## src/rtl/i2c_burst_master.sv

```systemverilog
module i2c_burst_master #(
  parameter int QUARTER = 125,
  parameter int BURST_LEN = 10,
  parameter logic [6:0] DEV_ADDR = 7'b1010000
) (
  input  logic       clk,
  input  logic       rst,
  input  logic       start,
  input  logic       mode,
  input  logic [7:0] mem_addr,
  input  logic [7:0] wr_data,
  output logic       wr_req,
  output logic [7:0] rd_data,
  output logic       rd_valid,
  output logic       done,
  output logic       scl,
  output logic       sda_pull,
  input  logic       sda_in
);
  localparam int QW = (QUARTER > 1) ? $clog2(QUARTER) : 1;
  localparam int CW = $clog2(BURST_LEN + 1);

  typedef enum logic [3:0] {
    S_IDLE, S_START, S_DEVW, S_MADDR, S_WDATA, S_RSTART, S_DEVR, S_RDATA, S_STOP
  } st_t;

  st_t           st;
  logic [QW-1:0] qcnt;
  logic [1:0]    q;
  logic [3:0]    bitn;
  logic [7:0]    sh;
  logic [7:0]    addr_q;
  logic [CW-1:0] cnt;
  logic          ack_n, rd_mode;

  wire tick     = (qcnt == QW'(QUARTER - 1));
  wire slot_end = tick && (q == 2'd3);
  wire mid      = tick && (q == 2'd1);
  wire last     = (cnt == CW'(BURST_LEN - 1));
  wire ack_slot = (bitn == 4'd8);
  wire tx_st    = (st == S_DEVW) || (st == S_MADDR) || (st == S_WDATA) || (st == S_DEVR);

  always_comb begin
    case (st)
      S_IDLE:            scl = 1'b1;
      S_STOP:            scl = (q != 2'd0);
      default:           scl = (q == 2'd1) || (q == 2'd2);
    endcase
    case (st)
      S_IDLE:            sda_pull = 1'b0;
      S_START, S_RSTART: sda_pull = q[1];
      S_STOP:            sda_pull = !q[1];
      S_RDATA:           sda_pull = ack_slot && !last;
      default:           sda_pull = tx_st && !ack_slot && !sh[7];
    endcase
  end

  always_ff @(posedge clk) begin
    if (rst) begin
      st <= S_IDLE;
      qcnt <= '0;
      q <= '0;
      bitn <= '0;
      sh <= '0;
      addr_q <= '0;
      cnt <= '0;
      ack_n <= 1'b0;
      rd_mode <= 1'b0;
      wr_req <= 1'b0;
      rd_valid <= 1'b0;
      rd_data <= '0;
      done <= 1'b0;
    end else begin
      wr_req <= 1'b0;
      rd_valid <= 1'b0;
      done <= 1'b0;
      if (st == S_IDLE) begin
        qcnt <= '0;
        q <= '0;
        bitn <= '0;
        if (start) begin
          rd_mode <= mode;
          addr_q <= mem_addr;
          st <= S_START;
        end
      end else begin
        qcnt <= tick ? '0 : qcnt + 1'b1;
        if (tick) q <= q + 2'd1;
        if (mid && ack_slot) ack_n <= sda_in;
        if (mid && st == S_RDATA && !ack_slot) sh <= {sh[6:0], sda_in};
        if (slot_end) begin
          case (st)
            S_START: begin
              sh <= {DEV_ADDR, 1'b0};
              bitn <= '0;
              st <= S_DEVW;
            end
            S_RSTART: begin
              sh <= {DEV_ADDR, 1'b1};
              bitn <= '0;
              st <= S_DEVR;
            end
            S_STOP: begin
              st <= S_IDLE;
              done <= 1'b1;
            end
            default: begin
              if (!ack_slot) begin
                bitn <= bitn + 4'd1;
                if (st != S_RDATA) sh <= sh << 1;
                else if (bitn == 4'd7) begin
                  rd_data <= sh;
                  rd_valid <= 1'b1;
                end
              end else begin
                bitn <= '0;
                case (st)
                  S_DEVW:
                    if (ack_n) st <= S_STOP;
                    else begin
                      sh <= addr_q;
                      st <= S_MADDR;
                    end
                  S_MADDR:
                    if (ack_n) st <= S_STOP;
                    else if (rd_mode) st <= S_RSTART;
                    else begin
                      sh <= wr_data;
                      wr_req <= 1'b1;
                      cnt <= '0;
                      st <= S_WDATA;
                    end
                  S_WDATA:
                    if (ack_n || last) st <= S_STOP;
                    else begin
                      sh <= wr_data;
                      wr_req <= 1'b1;
                      cnt <= cnt + 1'b1;
                    end
                  S_DEVR:
                    if (ack_n) st <= S_STOP;
                    else begin
                      cnt <= '0;
                      st <= S_RDATA;
                    end
                  S_RDATA:
                    if (last) st <= S_STOP;
                    else cnt <= cnt + 1'b1;
                  default: st <= S_STOP;
                endcase
              end
            end
          endcase
        end
      end
    end
  end
endmodule

```

## config.mk

```make
export PLATFORM = sky130hd
export DESIGN_NAME = i2c_burst_master
export DESIGN_NICKNAME = d
export VERILOG_FILES = /design/src/rtl/i2c_burst_master.sv
export SDC_FILE = /design/constraint.sdc
export NUM_CORES = 1
export LEC_CHECK = 0
export ABC_AREA = 1
export CAP_MARGIN = 10
export CORE_MARGIN = 10
export CORE_UTILIZATION = 30
export DETAILED_ROUTE_END_ITERATION = 16
export PLACE_DENSITY = 0.55
export SYNTH_ARGS = -nofsm -noshare
export SYNTH_HDL_FRONTEND = slang
export SYNTH_SLANG_ARGS = --single-unit
export TNS_END_PERCENT = 1
```

## constraint.sdc

```tcl
create_clock -name clk -period 2 [get_ports clk]
set_input_delay 0.4 -clock clk [delete_from_list [all_inputs] [get_ports clk]]
set_output_delay 0.4 -clock clk [all_outputs]
set_load 0.02 [all_outputs]
```

==> results_dict.tcl <==
set metrics [dict create \
    max_freq_mhz 526 \
    yosysTopAreaCell "dfxtp_1" \
    drtPass1Iterations 4 \
    synth_area_sq_um 3100 \
    diodes 0 \
    worstSetupStartpointType "register" \
    grt_pass1_vias 3054 \
    fin_skew_ns 0.00587 \
    hold_path.class "register to register" \
    num_vias 3230 \
    htreeDepth 2 \
    ys_seq_elements 50 \
    synth_async_sr_flop_share 0 \
    place_area_sq_um 3890 \
    cts_hold_buf 0 \
    port_buffers 33 \
    yosysSeqAreaShare 0.323 \
    clk_path_buf_depth 2 \
    cellLeakagePower_nw 1.80 \
    io_pins 34 \
    drtIter0Drc 243 \
    grt_pass1_wl_um 15100 \
    dpl.hpwl_um 7190 \
    synthCells 467 \
    maxCapViolations 0 \
    antenna_found_initial 0 \
    wirelength_um 9060 \
    vdd_drop_max_uv 777 \
    worstPathMaxFanout 4 \
    die_h_um 122 \
    post-route-period-util 0.950 \
    insertion_delay_ns 0.31 \
    cts-root-buf "clkbuf_8" \
    finalNonFillerCells 679 \
    p_total_mw 3.75 \
    avgSynthCellArea_sq_um 6.63 \
    status "completed" \
    dieArea_sq_um 14800 \
    synthToLayoutAreaGrowth_pct 29.5 \
    slew_headroom 0.696 \
    clk_pin_slew_ns 0.09 \
    fin_crit_ns 1.90 \
    setup_viol 0 \
    synth_top_area_frac 0.323 \
    worstSetupPathType "register to output port" \
    syn-num-nets 497 \
    nets 572 \
    globalRouteOverflowTotal 0 \
    final.setup.tns_ns 0 \
    yosysWarnings 0 \
    remaining_drc_errors 0 \
    ys.flop_type "dfxtp_1" \
    clock_sinks 50 \
    hold_ws_ns 0.465 \
    synth.top_cells.by_area "dfxtp_1, nand2_1, nand3_1" \
    wl_per_cell_um 13.3 \
    critical_path_required_ns 1.60 \
    core.rowCount 37 \
    grt_start_max_net_pins 17 \
    synth_enable_flop_cells 0 \
    die_w_um 122 \
    grt_use_total 0.123 \
    cts_buffers 5 \
    vias_per_cell 4.76 \
    rsz0062_at_grt "yes" \
    drv_slew 0 \
    drive_gt1_frac 0.179 \
    synth.distinct_cells 38 \
    fin_area_sq_um 4010 \
    cts_tree "yes" \
    hold_viol 0 \
    dp.cells 671 \
    start_util 0.304 \
    coreArea_sq_um 10200 \
    routabilityCongestion 0.874 \
    nFillCells 1111 \
    end_kind "output port" \
    ant_nets 0 \
    crit_arrival_ns 1.50 \
    pwr_density_cell_nw_per_um2 934 \
    worst_slew_pin_slew_ns 0.452 \
]
-- metal layers --
metal	routed length [um]	up-vias	global-route usage
met5	0	-	0
met3	427	8	0.0217
li1	-	1670	-
met2	4210	57	0.200
met1	4330	1495	0.165
met4	93	0	0.0291
-- cell families after synthesis --
logic type	count (synthesis)	synth area share
xor gates and xnor gates	7	0.0198
buffers and inverters	73	0.0945
DFF	50	0.323
AOI/OAI and AO/OA	86	0.147
and+or+nand+nor	242	0.379
adders and majority gates	9	0.0364
-- per-stage QoR --
step | worst slack, ns | util
after floorplan | 0.104 | -
after global placement | -0.0754 | 0.382
after detailed placement | -0.104 | 0.382
after CTS | 0.0188 | 0.393
after global routing | -0.0259 | 0.394
final | 0.0998 | 0.394
-- critical path, cell delays in order (launching register included) --
cell	delay, ns
dfxtp_2	0.34
inv_1	0.04
ha_1	0.18
nand3_2	0.10
nand2_1	0.10
o21ai_1	0.13
a21oi_1	0.05
o21ai_1	0.10
buf_4	0.17
-- synthesized netlist by cell type, drive strengths merged, types with 3 or more instances --
cell type / n
nor2: 47
nand3: 57
o22ai: 3
nand2: 121
nor3: 8
dfxtp: 50
clkbuf: 4
ha: 9
o21ai: 38
inv: 60
a21oi: 40
xor2: 6
buf: 8
nand4: 7
-- registers in the layout, summed over array words and instances, names as in the netlist --
name / cells
rd_valid: 1
rd_mode: 1
sh: 8
bitn: 4
cnt: 4
wr_req: 1
st: 4
rd_data: 8
qcnt: 7
q: 2
addr_q: 8
done: 1
ack_n: 1
-- final timing paths --
path              slack, ns  cells past startpoint   endpoint  startpoint
setup / recovery        0.1                      8   sda_pull      cnt[1]
hold / removal         0.46                      2  addr_q[1]   addr_q[1]
setup reg to reg       0.15                     10      st[2]       st[3]
hold reg to reg        0.46                      2  addr_q[1]   addr_q[1]
-- layout make-up --
type                       instances  area (sq um)  area share
sequential                        50          1000       0.251
clock buffer                       7          76.3      0.0190
timing repair buffer              80           679       0.169
inverter                          61           230      0.0574
clock inverter                     1          30.0     0.00749
multi-input combinational        344          1820       0.453
tap                              136           170      0.0424
-- cell usage in the layout, fill, tap and decap left out, types with 2 or more instances in the layout --
master and instances:
clkbuf_1 2, nand4_2 3, inv_1 55, nor3_1 7, clkdlybuf4s50_1 31, nor2_1 34, buf_4 47, nand2_1 111
nor2_8 2, inv_2 5, nand2_2 6, o21ai_0 28, clkbuf_8 5, ha_1 9, nand2_4 4, nor2_2 5
a21oi_1 38, dfxtp_1 47, o21ai_1 9, o22ai_1 3, xor2_1 6, dfxtp_2 3, nand3_1 54, nand4_1 4
a21oi_2 2, nand3_2 3, nor2_4 6
-- report_power, final --
part	switching, mW	internal (mW)
combinational	1.12	0.685
sequential	0.0956	1.12
clock	0.351	0.375
-- repair_timing --
item,CTS,global route
setup buffers,0,0
cloned,0,0
endpoints found under the setup margin,2,10
pin swaps,0,0
resized for setup,10,9
Note: power is estimated with default switching activity, not from simulation.
